===== config.mk =====
export PLATFORM = sky130hd
export DESIGN_NAME = fpr_recip_front
export DESIGN_NICKNAME = d
export VERILOG_FILES = /design/src/rtl/fpr_pkg.sv /design/src/rtl/fpr_classify.sv /design/src/rtl/fpr_seed_lut.sv /design/src/rtl/fpr_decide.sv /design/src/rtl/fpr_recip_front.sv
export SDC_FILE = /design/constraint.sdc
export NUM_CORES = 1
export LEC_CHECK = 0
export BUFFER_PORTS_ARGS = -buffer_cell sky130_fd_sc_hd__buf_4
export CAP_MARGIN = 20
export CORE_UTILIZATION = 35
export CTS_CLUSTER_DIAMETER = 80
export DETAILED_ROUTE_END_ITERATION = 8
export PLACE_DENSITY = 0.85
export SYNTH_ARGS = -nofsm -noshare
export SYNTH_HDL_FRONTEND = slang
export SYNTH_SLANG_ARGS = --single-unit

===== constraint.sdc =====
create_clock -name clk -period 1.85 [get_ports clk]
set_clock_uncertainty 0.1 [all_clocks]
set_input_delay 0.555 -clock clk [delete_from_list [all_inputs] [get_ports clk]]
set_output_delay 0.555 -clock clk [all_outputs]
set_load 0.01 [all_outputs]

===== src/rtl/fpr_pkg.sv =====
package fpr_pkg;

  localparam int EXP_W = 8;
  localparam int MAN_W = 23;
  localparam int MAG_W = EXP_W + MAN_W;
  localparam int FP_W  = MAG_W + 1;

  typedef struct packed {
    logic is_qnan;
    logic is_snan;
    logic is_inf;
    logic is_zero;
    logic is_denorm;
  } fp_class_t;

  // Fraction of 2/(1+f) for f = i / 2**idx_w, scaled to seed_w bits, saturated.
  function automatic int seed_value(int i, int idx_w, int seed_w);
    int num;
    int v;
    num = (2 ** (seed_w + 1)) * (2 ** idx_w);
    v   = num / ((2 ** idx_w) + i) - (2 ** seed_w);
    if (v > (2 ** seed_w) - 1) v = (2 ** seed_w) - 1;
    return v;
  endfunction

endpackage


===== src/rtl/fpr_classify.sv =====
module fpr_classify
  import fpr_pkg::*;
(
  input  logic [MAG_W-1:0] mag_i,
  output fp_class_t        cls_o
);

  logic [EXP_W-1:0] exp_f;
  logic [MAN_W-1:0] man_f;
  logic             exp_max;
  logic             exp_min;
  logic             man_nz;

  always_comb begin
    exp_f   = mag_i[MAG_W-1:MAN_W];
    man_f   = mag_i[MAN_W-1:0];
    exp_max = &exp_f;
    exp_min = ~|exp_f;
    man_nz  = |man_f;
    cls_o.is_qnan   = exp_max & man_nz & man_f[MAN_W-1];
    cls_o.is_snan   = exp_max & man_nz & ~man_f[MAN_W-1];
    cls_o.is_inf    = exp_max & ~man_nz;
    cls_o.is_zero   = exp_min & ~man_nz;
    cls_o.is_denorm = exp_min & man_nz;
  end

endmodule


===== src/rtl/fpr_seed_lut.sv =====
module fpr_seed_lut
  import fpr_pkg::*;
#(
  parameter int IDX_W  = 3,
  parameter int SEED_W = 7
) (
  input  logic [IDX_W-1:0]  idx_i,
  output logic [SEED_W-1:0] seed_o
);

  localparam int ENTRIES = 2 ** IDX_W;

  logic [SEED_W-1:0] table_w [ENTRIES];

  for (genvar g = 0; g < ENTRIES; g++) begin : g_entry
    assign table_w[g] = SEED_W'(seed_value(g, IDX_W, SEED_W));
  end

  assign seed_o = table_w[idx_i];

endmodule


===== src/rtl/fpr_decide.sv =====
module fpr_decide
  import fpr_pkg::*;
#(
  parameter int          SEED_W     = 7,
  parameter int          PRED_W     = 8,
  parameter logic [7:0]  PRED_SCALE = 8'h80
) (
  input  fp_class_t         cls_n_i,
  input  fp_class_t         cls_d_i,
  input  logic              den_sign_i,
  input  logic [SEED_W-1:0] seed_i,
  output logic [FP_W-1:0]   result_o,
  output logic [PRED_W-1:0] pred_o,
  output logic              inv_o,
  output logic              dbz_o
);

  localparam logic [FP_W-1:0]  ALL_ONES  = '1;
  localparam logic [FP_W-1:0]  ONE_WORD  = {2'b00, {(EXP_W-1){1'b1}}, {MAN_W{1'b0}}};
  localparam logic [EXP_W-1:0] RECIP_EXP = EXP_W'((2 ** (EXP_W-1)) - 2);
  localparam int               PAD_W     = MAN_W - SEED_W;

  logic any_nan;
  logic any_snan;
  logic indeterminate;
  logic n_special;

  always_comb begin
    any_snan      = cls_n_i.is_snan | cls_d_i.is_snan;
    any_nan       = any_snan | cls_n_i.is_qnan | cls_d_i.is_qnan;
    indeterminate = (cls_n_i.is_zero & cls_d_i.is_zero) |
                    (cls_n_i.is_inf  & cls_d_i.is_inf);
    n_special     = cls_n_i.is_zero | cls_n_i.is_inf | cls_d_i.is_inf;

    result_o = ONE_WORD;
    pred_o   = '0;
    inv_o    = 1'b0;
    dbz_o    = 1'b0;

    if (any_nan) begin
      result_o = ALL_ONES;
      inv_o    = any_snan;
    end else if (indeterminate) begin
      result_o = ALL_ONES;
      inv_o    = 1'b1;
    end else if (cls_d_i.is_zero) begin
      dbz_o    = ~cls_n_i.is_inf;
    end else if (n_special) begin
      result_o = ONE_WORD;
    end else begin
      result_o = {den_sign_i, RECIP_EXP, seed_i, {PAD_W{1'b0}}};
      if (cls_n_i.is_denorm | cls_d_i.is_denorm) pred_o = PRED_W'(PRED_SCALE);
    end
  end

endmodule


===== src/rtl/fpr_recip_front.sv =====
module fpr_recip_front
  import fpr_pkg::*;
#(
  parameter int         SEED_IDX_W = 3,
  parameter int         SEED_W     = 7,
  parameter int         PRED_W     = 8,
  parameter logic [7:0] PRED_SCALE = 8'h80
) (
  input  logic              clk,
  input  logic              rst_n,
  input  logic              in_valid,
  input  logic [31:0]       num_i,
  input  logic [31:0]       den_i,
  output logic              out_valid,
  output logic [31:0]       result_o,
  output logic [PRED_W-1:0] pred_o,
  output logic              flag_invalid,
  output logic              flag_divzero
);

  // reset synchronizer: asserted asynchronously, released on clock
  logic rst_meta;
  logic rst_sync_n;

  always_ff @(posedge clk or negedge rst_n) begin
    if (!rst_n) begin
      rst_meta   <= 1'b0;
      rst_sync_n <= 1'b0;
    end else begin
      rst_meta   <= 1'b1;
      rst_sync_n <= rst_meta;
    end
  end

  fp_class_t cls_n;
  fp_class_t cls_d;
  logic [SEED_W-1:0] seed;

  for (genvar g = 0; g < 2; g++) begin : g_cls
    if (g == 0) begin : g_num
      fpr_classify u_cls (.mag_i(num_i[MAG_W-1:0]), .cls_o(cls_n));
    end else begin : g_den
      fpr_classify u_cls (.mag_i(den_i[MAG_W-1:0]), .cls_o(cls_d));
    end
  end

  fpr_seed_lut #(.IDX_W(SEED_IDX_W), .SEED_W(SEED_W)) u_lut (
    .idx_i  (den_i[MAN_W-1 -: SEED_IDX_W]),
    .seed_o (seed)
  );

  logic [FP_W-1:0]   dec_result;
  logic [PRED_W-1:0] dec_pred;
  logic              dec_inv;
  logic              dec_dbz;

  fpr_decide #(.SEED_W(SEED_W), .PRED_W(PRED_W), .PRED_SCALE(PRED_SCALE)) u_dec (
    .cls_n_i    (cls_n),
    .cls_d_i    (cls_d),
    .den_sign_i (den_i[FP_W-1]),
    .seed_i     (seed),
    .result_o   (dec_result),
    .pred_o     (dec_pred),
    .inv_o      (dec_inv),
    .dbz_o      (dec_dbz)
  );

  // next-state
  logic              nxt_valid;
  logic [31:0]       nxt_result;
  logic [PRED_W-1:0] nxt_pred;
  logic              nxt_inv;
  logic              nxt_dbz;
  logic              load_en;

  always_comb begin
    load_en    = in_valid;
    nxt_valid  = in_valid;
    nxt_result = result_o;
    nxt_pred   = pred_o;
    nxt_inv    = flag_invalid;
    nxt_dbz    = flag_divzero;
    if (load_en) begin
      nxt_result = dec_result;
      nxt_pred   = dec_pred;
      nxt_inv    = dec_inv;
      nxt_dbz    = dec_dbz;
    end
  end

  // registers
  always_ff @(posedge clk or negedge rst_sync_n) begin
    if (!rst_sync_n) begin
      out_valid    <= 1'b0;
      result_o     <= '0;
      pred_o       <= '0;
      flag_invalid <= 1'b0;
      flag_divzero <= 1'b0;
    end else begin
      out_valid    <= nxt_valid;
      result_o     <= nxt_result;
      pred_o       <= nxt_pred;
      flag_invalid <= nxt_inv;
      flag_divzero <= nxt_dbz;
    end
  end

  // assertions
  AST_HOLD_IDLE: assert property (@(posedge clk) disable iff (!rst_sync_n)
    !in_valid |=> (!out_valid && $stable(result_o) && $stable(pred_o) && $stable(flag_invalid)));
  AST_NAN_ONES: assert property (@(posedge clk) disable iff (!rst_sync_n)
    (in_valid && (&num_i[30:23]) && (|num_i[22:0])) |=> (result_o == 32'hFFFF_FFFF && pred_o == '0));
  AST_SNAN_INVALID: assert property (@(posedge clk) disable iff (!rst_sync_n)
    (in_valid && (&den_i[30:23]) && (|den_i[22:0]) && !den_i[22]) |=> flag_invalid);
  AST_DBZ_ONE: assert property (@(posedge clk) disable iff (!rst_sync_n)
    (out_valid && flag_divzero) |-> (result_o == 32'h3F80_0000 && !flag_invalid));
  AST_PRED_SEED_ONLY: assert property (@(posedge clk) disable iff (!rst_sync_n)
    (out_valid && pred_o != '0) |-> (result_o[30:23] == 8'h7E && !flag_invalid && !flag_divzero));

endmodule


-- Yosys cells after proc, flatten, opt, wreduce, memory -nomap -nowiden
Memory sizes are Yosys's and may differ from the RTL's.
Cells that the tools add are included.
- order comparisons: 1
- mux-type cells: 16
- bitwise gates (word level): 27
- reductions and logical operators: 8
- operators with widths (kind ; count):
    two-way mux 32 bit ; 4
    OR reduction 23 bit ; 2
    two-way mux 8 bit ; 5
    AND reduction 8 bit ; 2
    OR reduction 8 bit ; 2
    bitwise AND 1 bit ; 14
    two-way mux 7 bit ; 2
    bitwise OR 1 bit ; 7
    two-way mux 1 bit ; 5
    NOT 1 bit ; 5
    >= comparator 4 bit (second input constant) ; 1
    NOT 3 -> 4 bit ; 1
    zero test 1 bit ; 2
- register bits after elaboration: 45
- memory bits (read-only): 56
- input bits: 67
- output and inout port bits: 43
- logic and storage cells: 60
- memories kept: 1
- memory list (name ; depth ; bits a word ; rd ports ; clocked after Yosys merged registers in ; write ports ; RTL line ; RTL):
    (no name shown) ; 8 ; 7 ; 1 ; 0 ; 0 ; fpr_seed_lut.sv:19 ; assign seed_o = table_w[idx_i];

-- Logic depth before layout (Yosys ltp)
- word-level depth: 9
- mapped depth: 8
- mapped depth without buffers: 8

-- Hierarchy
A second synthesis with hierarchy kept.
- cells, all modules: 215
- area total of the unflattened synthesis: 2758.9 um^2
- by module, submodules not included (module ; instances ; cells each ; area an instance (um^2) ; seq. area each (um^2)):
    fpr_recip_front ; 1 ; 93 ; 1844.3 ; 1126.1
    fpr_decide ; 1 ; 60 ; 446.7 ; 0.0
    fpr_classify ; 2 ; 21 ; 150.1 ; 0.0
    fpr_seed_lut ; 1 ; 20 ; 167.7 ; 0.0

-- Worst setup path before layout
OpenSTA, ideal clock, no wires.
- path kind: input-to-reg
- start: input den_i[21]
- end: register result_o[20]
- library setup time: 137 ps
- data arrival time: 2003 ps
- data required time: 1613 ps
- slack: -390 ps
- cell stages on the path: 8
- buffers on the path: 0
- cell sequence: inv_1 ha_1 nor4b_2 nand4_2 nor2_4 nand2_2 a221oi_4 o22ai_1
- word-level cells in the longest chain between the ends: 8
- elaborated cells on any way between the ends: 22
- those cells by class: mux: 6; bitwise: 14; reduce/logical: 1; memory: 1
- ends and longest elaborated chain (what ; RTL line ; RTL):
    start: declaration ; fpr_recip_front.sv:13 ; input logic [31:0] den_i,
    NOT 3 -> 4 bit (implied by the code) or OR reduction 23 bit (tied branches) ; fpr_seed_lut.sv:19, fpr_classify.sv:19 ;
    memory (8 x 7 bit) or NOT 1 bit (tied branches) ; - ;
    two-way mux 7 bit (implied by the code) or bitwise AND 1 bit (tied branches) ; fpr_seed_lut.sv:19, fpr_classify.sv:22 ;
    two-way mux 7 bit (implied by the code) or bitwise OR 1 bit (tied branches) ; fpr_seed_lut.sv:19, fpr_decide.sv:33 ;
    two-way mux 32 bit ; fpr_decide.sv:48 ; end else if (n_special) begin
    two-way mux 32 bit ; fpr_decide.sv:46 ; end else if (cls_d_i.is_zero) begin
    two-way mux 32 bit ; fpr_decide.sv:43 ; end else if (indeterminate) begin
    two-way mux 32 bit * ; fpr_decide.sv:40 ; if (any_nan) begin
    end signal: assignment ; fpr_recip_front.sv:101 ; result_o <= nxt_result;
    end: declaration ; fpr_recip_front.sv:15 ; output logic [31:0] result_o,
Mark *: on every way between the ends. The rest lies on a longest branch, timed or not. The select of a mux whose other input is x is not followed.
A chain may end at the register's enable or synchronous reset.

-- Final worst setup path
- start: input den_i[21]
- end: register result_o[16]
Same word-level chain as after synthesis.

==> metrics.cfg <==
[run_status]
status=finished with violations
violations=setup timing

[finish]
fin_nets=318
fin_cells=291
layout-area-overhead-vs-synth_pct=73.99
drive_above_1_share_pct=62.04
diodes=0
design_area_um2=2218
fill_cells=277

[die]
fp.dieArea_um2=3888
ios=110
die_h_um=62.36
start_util_pct=37.33
die_w_um=62.36
core.rowCount=21
coreArea_um2=3416

[placed_design]
hpwl_um=2680
dp.cells=286
post_dp_cell_area_um2=2090
port_buffers=101
gp_congestion=0.7324

[routing]
drtIter0Drc=44
post_drt_wl_per_cell_um=11.33
drcViolationCount=0
viasPerCell=4.828
wl_um=3297
antenna_left=0
drtPass1Iterations=4
vias=1405

[power_and_ir_drop]
irDropWorstVdd_mv=0.1754
power_leakage_nw=1.062
p_total_w=0.0009643
powerDensity_nw_per_um2=434.7

[setup_path]
cp.required_ps=1930
startpoint_type=input port
cp_max_fo=9
end_kind=flop
reg2reg_depth=1
path_class=input port to flop
worstPathArrival_ps=1940

[global_route]
grt_max_degree=19
grt_pass1_vias=1333
overflow=0
grt_pass1_wl_um=5437
grt.total_usage_pct=17.20
antenna_found_initial=0

[clock_tree]
clk_latency_ps=290
path_clk_slew_ps=90
clockBufferDepth=2
cts_root_buf=clkbuf_4
cts.sink_count=17
h-tree-depth=1
post_cts_buffers=0
cts_tree=done
cts_buffers=3

[timing]
rsz0062_at_grt=true
setup_viol=6
timing.fmax_mhz=536.8
finalWorstSetupSlack_ps=-12.75
period_share_pct=100.7
worst_pin_slew_ps=587.3
min_period_ps=1863
finalHoldViolCount=0
slew_headroom_pct=60.85
slew_violations=0

[logic_synthesis]
synth_edf_count=0
netlist_area_um2=1275
netlist-cell-type-count=34
synth_compound_area_share_pct=12.37
ys_seq_elements=17
netlist_top_cells_count=28 x buf_4, 17 x dfrtp_1, 16 x nor2_1, 11 x nor4_1, 7 x nand2_1
synthArstFlopShare_pct=100.0
syn_inst=143
synth-simple-area-share_pct=28.07
synth_top_area_share_pct=33.37
synth_top_area_cell=dfrtp_1
synth-adder-area-share_pct=4.907
yosysMostFrequentCell=buf_4
synthXorXnorAreaFrac_pct=0.6869
ys_seq_area_share_pct=33.37
ys.flop_type=dfrtp_1
synth_top_family_by_area=simple AND/OR/NAND/NOR gates
synth_area_per_cell_um2=8.916
yosys-mux-area-fraction_pct=0.8832
yosys_warnings=0
synth.area.top_cells=dfrtp_1 33%, buf_4 16%, nor4_1 5.4%, ha_1 4.9%, nor2_1 4.7%

[min_path]
hold_path.class=flop to asynchronous set/reset pin

[run]
max_cap_violations=0

layout by cell type (no fill, tap or decap), drive strengths merged, types with 3 or more instances in the layout:
cell	n
or2	3
conb	8
nor2	18
nor3	4
nand4	6
nand2	8
o22ai	6
o21ai	6
dfrtp	17
nor4	14
buf	122
clkbuf	4
o32ai	3
ha	5
inv	6
kinds of logic after synthesis:
family	count (synthesis)
muxes	1
adders and majority gates	5
buffers and inverters	37
xor gates and xnor gates	1
DFF	17
other	2
AOI/OAI and AO/OA	21
and+or+nand+nor	59
critical path, cell delays in order:
cell	delay (ps)
buf_12	110
inv_16	40
ha_4	120
nor4b_4	190
nand4_2	180
nor2_4	140
nand2_2	70
a221oi_4	270
buf_6	180
o32ai_2	80
state kept, by name, summed over array words and instances (netlist names):
register      flops
flag_divzero      1
flag_invalid      1
out_valid         1
pred_o            1
result_o         11
rst_meta          1
rst_sync_n        1
area by class of cell:
class	instances	area (um2)	share of cell area (%)
clock buffer	4	26.28	1.184
inverter	6	41.29	1.861
multi-input combinational	95	720.7	32.49
sequential	17	426.7	19.23
tap	46	57.56	2.594
timing repair buffer	123	945.9	42.64
per-stage QoR:
step	setup TNS, ps	hold WS (ps)	setup slack (ps)	util (%)
4_1_cts	-22.15	169.2	-7.973	63.74
6_report	-53.22	145.0	-12.75	64.95
2_1_floorplan	-1581	86.66	-195.1	-
5_1_grt	-833.5	219.4	-101.2	64.95
3_5_place_dp	-4318	163.2	-410.1	61.17
3_3_place_gp	-4142	152.6	-371.9	61.17
layer usage:
metal  wire (um)  global-route usage [%]  vias up
met1        1216                   19.31      634
met3         265                   2.022        7
met5           0                       0        -
met4          74                   9.012        0
met2        1740                   31.59       80
li1            -                       -      684
power by group:
group | total, W | internal, W | switching [W]
clock network | 0.000196 | 0.0000839 | 0.000113
registers | 0.000423 | 0.000397 | 0.0000265
logic | 0.000344 | 0.000205 | 0.000139
total | 0.000964 | 0.000686 | 0.000278
final timing paths:
kind                                     startpoint                  endpoint  slack (ps)
max                                       den_i[21]  result_o[16]$_DFFE_PN0P_         -10
min in group clk                 rst_meta$_DFF_PN0_      rst_sync_n$_DFF_PN0_         260
max reg2reg                result_o[29]$_DFFE_PN0P_  result_o[29]$_DFFE_PN0P_         910
min                            rst_sync_n$_DFF_PN0_       out_valid$_DFF_PN0_         150
max in group asynchronous                     rst_n      rst_sync_n$_DFF_PN0_        1090
min reg2reg                    rst_sync_n$_DFF_PN0_       out_valid$_DFF_PN0_         150
repair_timing:
item	4_1_cts	5_1_grt
endpoints found under the hold margin	2	0
hold buffers	1	0
gates resized for setup	11	7
gates cloned	0	0
setup endpoints to repair	27	12
pin swaps	3	3
No activity file was read; power rests on OpenSTA's default activity.
